File: src/rtl/gpio_irq_pkg.sv
package gpio_irq_pkg;

    localparam int NUM_BANKS = 2;
    localparam int SLOT_W    = 3;

    // Register slot inside one bank; the order fixes the offsets (4 bytes apart).
    typedef enum logic [SLOT_W-1:0] {
        SLOT_KIND  = 3'd0,
        SLOT_SENSE = 3'd1,
        SLOT_ACK   = 3'd2,
        SLOT_MASK  = 3'd3,
        SLOT_STAT  = 3'd4
    } slot_e;

    localparam int LAST_SLOT = 4;

    function automatic logic [7:0] bank_base(int idx);
        return (idx == 0) ? 8'h90 : 8'hAC;
    endfunction

endpackage

File: src/rtl/gpio_sync.sv
module gpio_sync #(
    parameter int W = 8
) (
    input  logic         clk,
    input  logic         rst_n,
    input  logic [W-1:0] raw_i,
    output logic [W-1:0] sync_o
);

    typedef struct packed {
        logic [W-1:0] meta;
        logic [W-1:0] stable;
    } sync_t;

    sync_t st_d, st_q;

    always_comb begin
        st_d.meta   = raw_i;
        st_d.stable = st_q.meta;
    end

    always_ff @(posedge clk or negedge rst_n) begin
        if (!rst_n) st_q <= '0;
        else        st_q <= st_d;
    end

    assign sync_o = st_q.stable;

endmodule

File: src/rtl/gpio_irq_bank.sv
module gpio_irq_bank
    import gpio_irq_pkg::*;
#(
    parameter int W = 8
) (
    input  logic         clk,
    input  logic         rst_n,
    input  logic [W-1:0] pin_i,
    input  logic         wr_i,
    input  slot_e        slot_i,
    input  logic [W-1:0] wdata_i,
    output logic [W-1:0] kind_o,
    output logic [W-1:0] sense_o,
    output logic [W-1:0] mask_o,
    output logic [W-1:0] stat_o
);

    typedef struct packed {
        logic [W-1:0] kind;
        logic [W-1:0] sense;
        logic [W-1:0] mask;
        logic [W-1:0] pend;
        logic [W-1:0] prev;
    } bank_t;

    bank_t st_d, st_q;

    logic [W-1:0] rise, fall, edge_hit, lvl_match, ack_bits, chg_bits;

    always_comb begin
        st_d      = st_q;
        st_d.prev = pin_i;

        rise      = pin_i & ~st_q.prev;
        fall      = ~pin_i & st_q.prev;
        edge_hit  = st_q.kind & ((st_q.sense & rise) | (~st_q.sense & fall));
        lvl_match = ~(pin_i ^ st_q.sense);

        ack_bits = (wr_i && slot_i == SLOT_ACK) ? wdata_i : '0;
        chg_bits = '0;
        if (wr_i && slot_i == SLOT_KIND)  chg_bits = wdata_i ^ st_q.kind;
        if (wr_i && slot_i == SLOT_SENSE) chg_bits = wdata_i ^ st_q.sense;

        // Edge lines: sticky until acknowledged (new edge wins over ack).
        // Level lines: follow the input. Mode change: drop the line.
        st_d.pend = ~chg_bits & ((st_q.kind & ((st_q.pend & ~ack_bits) | edge_hit))
                               | (~st_q.kind & lvl_match));

        if (wr_i) begin
            case (slot_i)
                SLOT_KIND:  st_d.kind  = wdata_i;
                SLOT_SENSE: st_d.sense = wdata_i;
                SLOT_MASK:  st_d.mask  = wdata_i;
                default:    ;
            endcase
        end
    end

    always_ff @(posedge clk or negedge rst_n) begin
        if (!rst_n) st_q <= '0;
        else        st_q <= st_d;
    end

    assign kind_o  = st_q.kind;
    assign sense_o = st_q.sense;
    assign mask_o  = st_q.mask;
    assign stat_o  = st_q.pend & st_q.mask;

    // a zero mask write silences the bank at the completing edge.
    assert_mask_now_R7: assert property (@(posedge clk) disable iff (!rst_n)
        (wr_i && slot_i == SLOT_MASK && wdata_i == '0) |=> (stat_o == '0));

    // acknowledged edge lines with no fresh edge are clear afterwards.
    assert_ack_clears_R5: assert property (@(posedge clk) disable iff (!rst_n)
        (wr_i && slot_i == SLOT_ACK) |=>
        ((st_q.pend & $past(wdata_i & st_q.kind & ~edge_hit)) == '0));

    // a latched edge not acknowledged and not re-moded stays latched.
    assert_edge_sticky_R4: assert property (@(posedge clk) disable iff (!rst_n)
        1'b1 |=> (($past(st_q.pend & st_q.kind & ~ack_bits & ~chg_bits) & ~st_q.pend) == '0));

    // changing a line's trigger setting drops its pending state.
    assert_mode_clear_R8: assert property (@(posedge clk) disable iff (!rst_n)
        (wr_i && slot_i == SLOT_KIND) |=> ((st_q.pend & $past(wdata_i ^ st_q.kind)) == '0));

endmodule

File: src/rtl/gpio_irq_ctrl.sv
module gpio_irq_ctrl
    import gpio_irq_pkg::*;
#(
    parameter int LINES  = 8,
    parameter int ADDR_W = 8
) (
    input  logic                      clk,
    input  logic                      rst_n,
    input  logic                      psel,
    input  logic                      penable,
    input  logic                      pwrite,
    input  logic [ADDR_W-1:0]         paddr,
    input  logic [LINES-1:0]          pwdata,
    output logic [LINES-1:0]          prdata,
    input  logic [NUM_BANKS*LINES-1:0] gpio_in,
    output logic                      irq_o
);

    localparam int ALL_LINES = NUM_BANKS * LINES;
    localparam int SPAN      = 4 * LAST_SLOT;

    logic [ALL_LINES-1:0]       pin_sync;
    logic [NUM_BANKS-1:0][LINES-1:0] bank_rd;
    logic [NUM_BANKS-1:0][LINES-1:0] bank_stat;
    logic [NUM_BANKS-1:0]            bank_any;

    gpio_sync #(.W(ALL_LINES)) u_sync (
        .clk    (clk),
        .rst_n  (rst_n),
        .raw_i  (gpio_in),
        .sync_o (pin_sync)
    );

    for (genvar b = 0; b < NUM_BANKS; b++) begin : g_bank
        localparam logic [ADDR_W-1:0] BASE = ADDR_W'(bank_base(b));

        logic [ADDR_W-1:0] off;
        logic              hit;
        slot_e             slot;
        logic [LINES-1:0]  kind, sense, mask;

        assign off  = paddr - BASE;
        assign hit  = (paddr >= BASE) && (off <= ADDR_W'(SPAN)) && (off[1:0] == 2'b00);
        assign slot = slot_e'(off[SLOT_W+1:2]);

        gpio_irq_bank #(.W(LINES)) u_bank (
            .clk     (clk),
            .rst_n   (rst_n),
            .pin_i   (pin_sync[b*LINES +: LINES]),
            .wr_i    (psel && penable && pwrite && hit),
            .slot_i  (slot),
            .wdata_i (pwdata),
            .kind_o  (kind),
            .sense_o (sense),
            .mask_o  (mask),
            .stat_o  (bank_stat[b])
        );

        always_comb begin
            bank_rd[b] = '0;
            if (hit) begin
                case (slot)
                    SLOT_KIND:  bank_rd[b] = kind;
                    SLOT_SENSE: bank_rd[b] = sense;
                    SLOT_MASK:  bank_rd[b] = mask;
                    SLOT_STAT:  bank_rd[b] = bank_stat[b];
                    default:    bank_rd[b] = '0;
                endcase
            end
        end

        assign bank_any[b] = |bank_stat[b];
    end

    always_comb begin
        prdata = '0;
        if (psel && !pwrite) begin
            for (int b = 0; b < NUM_BANKS; b++) prdata = prdata | bank_rd[b];
        end
    end

    assign irq_o = |bank_any;

    // a raised request always has some bank reporting a pending line.
    assert_irq_source_R9: assert property (@(posedge clk) disable iff (!rst_n)
        irq_o |-> (bank_stat != '0));

endmodule

File: config.mk
export PLATFORM = sky130hd
export DESIGN_NAME = gpio_irq_ctrl
export DESIGN_NICKNAME = d
export VERILOG_FILES = /design/src/rtl/gpio_irq_pkg.sv /design/src/rtl/gpio_sync.sv /design/src/rtl/gpio_irq_bank.sv /design/src/rtl/gpio_irq_ctrl.sv
export SDC_FILE = /design/constraint.sdc
export NUM_CORES = 1
export LEC_CHECK = 0
export BUFFER_PORTS_ARGS = -buffer_cell sky130_fd_sc_hd__buf_2
export CAP_MARGIN = 20
export CORE_ASPECT_RATIO = 1.5
export CORE_MARGIN = 2
export CORE_UTILIZATION = 54
export CTS_CLUSTER_SIZE = 30
export DETAILED_ROUTE_END_ITERATION = 7
export GPL_TIMING_DRIVEN = 0
export PLACE_DENSITY = 0.83
export SLEW_MARGIN = 20
export SYNTH_ARGS = -nofsm -noshare
export SYNTH_HDL_FRONTEND = slang
export SYNTH_SLANG_ARGS = --single-unit
File: constraint.sdc
create_clock -name clk -period 2.3 [get_ports clk]
set_clock_uncertainty 0.15 [all_clocks]
set_input_delay 0.46 -clock clk [delete_from_list [all_inputs] [get_ports clk]]
set_output_delay 0.46 -clock clk [all_outputs]
set_load 0.01 [all_outputs]
After elaboration in Yosys (flattened, before gate mapping)
Cells that the tools add are included.

word-level totals
  register bits after elaboration = 112
  latch bits = 0
  memory bits (writable) = 0
  memory bits (read-only) = 0
  input port bits = 37
  word-level logic and storage cells = 111
  memories kept = 0

operators by class
  add/subtract/negate cells = 2
  multiply operators = 0
  divide/modulo/power cells = 0
  magnitude comparators = 4
  equality and inequality tests = 8
  shift operators = 0
  mux-type cells = 11
  bitwise operators = 47
  reductions and logical operators = 27

operators with widths
  cell                                                                               count
  8-bit bitwise AND                                                                  20
  8-bit NOT                                                                          14
  8-bit two-way mux                                                                  9
  8-bit case mux with 4 select lines                                                 2
  8-bit bitwise OR                                                                   7
  8-bit XOR                                                                          6
  8-bit greater-or-equal comparator (second input constant)                          2
  8-bit by 5-bit less-or-equal comparator with 1-bit output (second input constant)  2
  16-bit OR reduction                                                                1
  8-bit subtractor (second input constant)                                           2
  1-bit logical AND                                                                  15
  3-bit by 2-bit == test with 1-bit output (second input constant)                   4
  2-bit AND reduction                                                                6
  3-bit by 1-bit == test with 1-bit output (second input constant)                   2
  3-bit == test (second input constant)                                              2
  3-bit zero test                                                                    2
  2-bit zero test                                                                    2
  1-bit zero test                                                                    1

Longest topological paths before layout
  word-level depth = 13
  mapped depth = 10
  depth with buffers taken out = 8

By module
Synthesis repeated with hierarchy kept, for this count alone.

unflattened totals
  cell total of the unflattened synthesis = 573
  area total of the unflattened synthesis = 5914.4 um^2

by module, submodules not included
  module                             times used  cells an instance  area each (um^2)  seq. area each (um^2)
  gpio_irq_bank at g_bank[0].u_bank  1           218                2153.3            1001.0
  gpio_irq_bank at g_bank[1].u_bank  1           218                2133.3            1001.0
  gpio_irq_ctrl                      1           105                827.0             0.0
  gpio_sync                          1           32                 800.8             800.8

Worst setup path before layout
OpenSTA, ideal clock, no wires.

  kind = input -> output
  start = in paddr[3]
  end = out prdata[2]
  data arrival time = 2039 ps
  path slack = -349 ps
  stages = 9
  path buffers = 2
  path through = buf_6 -> nand2_1 -> inv_1 -> ha_1 -> nor3_1 -> buf_2 -> a22o_1 -> o21ai_0 -> a21oi_1

on the way
  longest elaborated chain between the ends = 7

ends and longest elaborated chain
  element                                                    RTL line             source
  start, declared                                            gpio_irq_ctrl.sv:12  input logic [ADDR_W-1:0] paddr,
  8-bit subtractor                                           gpio_irq_ctrl.sv:42  assign off = paddr - BASE;
  8-bit by 5-bit less-or-equal comparator with 1-bit output  gpio_irq_ctrl.sv:43  assign hit = (paddr >= BASE) && (off <= ADDR_W'(SPAN)) && (off[1:0] == 2'b00);
  1-bit logical AND (2 in series)                            gpio_irq_ctrl.sv:43
  8-bit two-way mux                                          gpio_irq_ctrl.sv:61  if (hit) begin
  8-bit bitwise OR *                                         gpio_irq_ctrl.sv:78  for (int b = 0; b < NUM_BANKS; b++) prdata = prdata | bank_rd[b];
  8-bit two-way mux *                                        gpio_irq_ctrl.sv:77  if (psel && !pwrite) begin
  end, declared                                              gpio_irq_ctrl.sv:14  output logic [LINES-1:0] prdata,

Every way passes the cells marked *; elsewhere a longest branch is shown, timed or not.

Worst setup path in the final report
  start = in paddr[3]
  end = out prdata[5]

Same word-level chain as after synthesis.

==> summary.txt <==
Critical path
  – CP Class: in2out
  – CP endpoint kind: output pin
  – Type of origin of the critical path: input port
  – Worst r2r path cells: 6
  – Critical Path RT: between 1.5 and 2 ns
  – Worst Path Arrival: 2.15 ns
  – Maximum fanout along the worst path: 6
  – R2R setup slack: 0.62 ns

Global route
  – Initial antenna violation count: 0
  – Gr usage total: about a quarter
  – Vias in the first global route: around 4,600
  – First-pass GRT wire length: ~23,000 microns
  – Largest net degree at the start of global routing: 84
  – Total gr overflow: 0

Pwr
  – Overall power: just over 4 mW
  – Combinational power share: roughly 10%
  – Sw power: slightly above 1 mW
  – Sw Share: approximately 25%
  – Pwr dens: around 600 mW/mm^2
  – Static Leakage: approximately 3.1 nW
  – Int Pwr: ~3.1 mW
  – Worst IR Drop VDD: 0.000341 V
  – Seq pwr share: roughly half
  – Clock network power share: 39.0%

Placement
  – Dpl cell area: around 0.0063 sq mm
  – Inst Count DP: 695
  – DP HPWL: 9840 microns
  – Port Buffers: between 40 and 50
  – Placer Congestion: ~0.92

Timing
  – Max Clk Rate: 363 MHz
  – Relative max-transition margin: 50.8%
  – Unrepaired setup endpoints after global routing: yes
  – Pin slew with the least headroom to its limit: between 0.7 and 0.8 ns
  – Setup tns final: -2.37 ns
  – Tmin final: 2.76 ns
  – Max Slew Vio Count: 0
  – Final Hold Viols: 0
  – Final Cycle Share: 120%
  – Final WS setup: -0.456 ns
  – # setup viols final: 8

Die
  – Core area: approximately 0.011 sq mm
  – Die Height: ~130 microns
  – Initial Utilization: about 55%
  – Rows: between 40 and 50
  – Die area: between 0.01 and 0.015 sq mm
  – I/O pins: between 40 and 50
  – Die width: between 80 and 90 microns

Finish
  – Fill count: just under 800
  – Fin cells: ~730
  – ANT cells: 0
  – Area grow syn2layout: 18.6%
  – Layout Nets: 619
  – FF/Latch Area: approximately 0.0028 sq mm
  – Multi-input gate area: about 0.0029 sq mm
  – Layout cell share with drive strength beyond 1: 31.5%
  – Final core utilization: between 60% and 70%
  – Finished layout cell area: 0.00687 sq mm

Drt
  – DRC: 0
  – Routed len/inst: between 15 and 20 microns
  – Vias/cell: just over 6
  – Post-route ant nets: 0
  – Initial DRC count: 274
  – Detailed Routing Iterations Pass 1: 5
  – Routed vias: approximately 4,400
  – Detailed Route WL: about 14,000 microns

Synthesis
  – Syn Std Cell Area: 0.00579 sq mm
  – Post-synth cell types: 61
  – Yosys top cell area share: 48.4%
  – Main area contributors after synthesis: dfrtp_1 (48%), mux2_4 (6.2%), mux2_2 (5.2%)
  – Yosys warns: 0
  – Syn_area_per_cell: 11.5 sq um
  – Sequential-to-total area share from yosys stat: roughly half
  – Post-synth ARST share: between 90% and 100%
  – Cells after Synth: 506
  – Syn_nets: 545
  – Synth area leader: dfrtp_1
  – Synth Register Bits: about 110
  – Synth Flop Type: dfrtp_1
  – Number of flops mapped to enable cells by yosys: 0

Clock tree
  – Clk sinks: approximately 110
  – CTS Buf Count: 9
  – CTS Root Cell: clkbuf_16
  – CTS tree: yes
  – Clock Tree Buf Depth: 2
  – Worst-path clk slew: approximately 0.07 ns
  – H-tree Lvls: 3
  – Skew-Pair Late Insertion Delay: approximately 0.35 ns

Hold path
  – Hold path depth: 1
  – Hold Crit Class: in2reg

Run
  – Max Cap Viol: 0

Status
  – Status: finished, violations left
  – Failing checks: setup timing
-- kinds of logic (layout without fill, tap and decap cells) --
family / count (synthesis) / after routing / synth area share, %
flops: 112 / 112 / 48.4
simple gates: 130 / 130 / 12.8
fa+ha+maj: 2 / 2 / 0.432
mux: 56 / 56 / 12.3
buf+inv: 37 / 116 / 3.30
compound gates: 130 / 130 / 16.9
xor+xnor: 39 / 39 / 5.89
-- cell type report --
class,instances,share of cell area (%)
clock inverters,5,0.928
plain buffers,25,2.66
flip-flops and latches,112,40.8
inverters,11,0.637
well taps,144,2.62
multi-input cells,357,42.8
clock buffers,11,3.53
repair buffers,64,6.01
-- repair_timing --
item | CTS | global route
setup endpoints to repair | 11 | 17
gates resized for setup | 11 | 23
cloned | 0 | 1
setup buffers | 14 | 3
hold buffers | 1 | 0
hold endpoints to repair | 29 | 0
pin swaps | 8 | 10
-- power by group through the flow --
stage	Clock (mW)	Sequential [mW]	Combinational, mW
3_3_place_gp	0	2.14	0.344
5_1_grt	1.70	2.12	0.455
4_1_cts	1.62	2.11	0.395
6_report	1.62	2.11	0.416
3_5_place_dp	0	2.15	0.365
2_1_floorplan	0	2.12	0.231
-- routing by layer --
metal | GRT usage (%) | up-vias | share of wire [%]
li1 | - | 2023 | -
met4 | 14.3 | 0 | 4.4
met2 | 44.6 | 148 | 54
met5 | 0 | - | 0
met1 | 28.4 | 2214 | 38
met3 | 4.46 | 53 | 4.1
-- worst paths after layout --
kind / endpoint / from
worst max-delay path: prdata[5] / paddr[3]
worst min-delay path: u_sync.st_d[15] / gpio_in[15]
worst max register to register: g_bank[0].u_bank.st_q[12] / g_bank[0].u_bank.sense_o[4]
worst min register to register: u_sync.sync_o[1] / u_sync.st_d[1]
max in group asynchronous: g_bank[0].u_bank.kind_o[0] / rst_n
min in group asynchronous: u_sync.st_d[6] / rst_n
-- placed cells by master, fill, tap and decap left out, types with 3 or more instances in the layout --
cell type	instances
xnor2_1	17
nand3_2	3
nand2_1	20
a21oi_1	21
clkbuf_16	9
nand3_1	8
nor2b_1	3
o22ai_2	3
xor2_1	22
nand4_1	10
o2111ai_1	7
o21ai_0	11
o32a_1	7
dfrtp_1	112
a211oi_1	9
nor2_1	31
a21oi_2	4
a221oi_2	4
o22ai_1	5
a22o_1	9
nor3_1	13
nand2b_1	9
mux2_4	24
mux2_2	27
buf_6	6
nand3b_1	8
a21o_1	11
o21ai_1	5
mux2i_1	3
o21a_1	3
a2bb2oi_1	3
a222oi_1	5
clkbuf_1	14
buf_4	17
nand2_8	4
o2bb2ai_1	4
buf_2	46
a32o_1	8
and2_1	3
inv_1	9
-- sequential cells by signal (all words and copies together) (netlist names) --
signal	count
g_bank.u_bank.mask_o	16
g_bank.u_bank.sense_o	16
g_bank.u_bank.st_q	32
u_sync.st_d	16
u_sync.sync_o	16
g_bank.u_bank.kind_o	16
-- cells in the mapped netlist (all sizes together) (2+ instances only) --
library cell / n
buf: 12
xor2: 22
and3: 3
a222oi: 5
xnor2: 17
clkbuf: 14
nor3b: 2
o21a: 3
o22ai: 8
a21oi: 25
nand4: 10
nand3: 11
mux2i: 5
o32a: 7
nand2: 25
a32o: 8
mux2: 51
o2111ai: 8
nor3: 16
nand3b: 8
a21o: 11
dfrtp: 112
nor2b: 3
o21ai: 19
inv: 11
a211oi: 9
a2bb2oi: 3
o2bb2ai: 4
nand2b: 9
ha: 2
nor2: 35
a221oi: 4
and2: 4
a22o: 9
-- stage by stage --
stage | hold slack (ns) | worst slack [ns]
floorplan | 0.0144 | -0.0282
global placement | 0.182 | -0.624
detailed placement | 0.185 | -0.492
CTS | 0.0563 | -0.350
global route | 0.0528 | -0.445
finish | 0.0584 | -0.456
-- critical path, stage by stage --
cell and delay [ns]:
buf_8 0.10, buf_12 0.12, nand2_8 0.07, inv_4 0.04, ha_4 0.30, nor2_4 0.07
a21o_1 0.16, a222oi_1 0.48, o22ai_1 0.17, buf_2 0.17
Power figures use the tool's default switching activity.
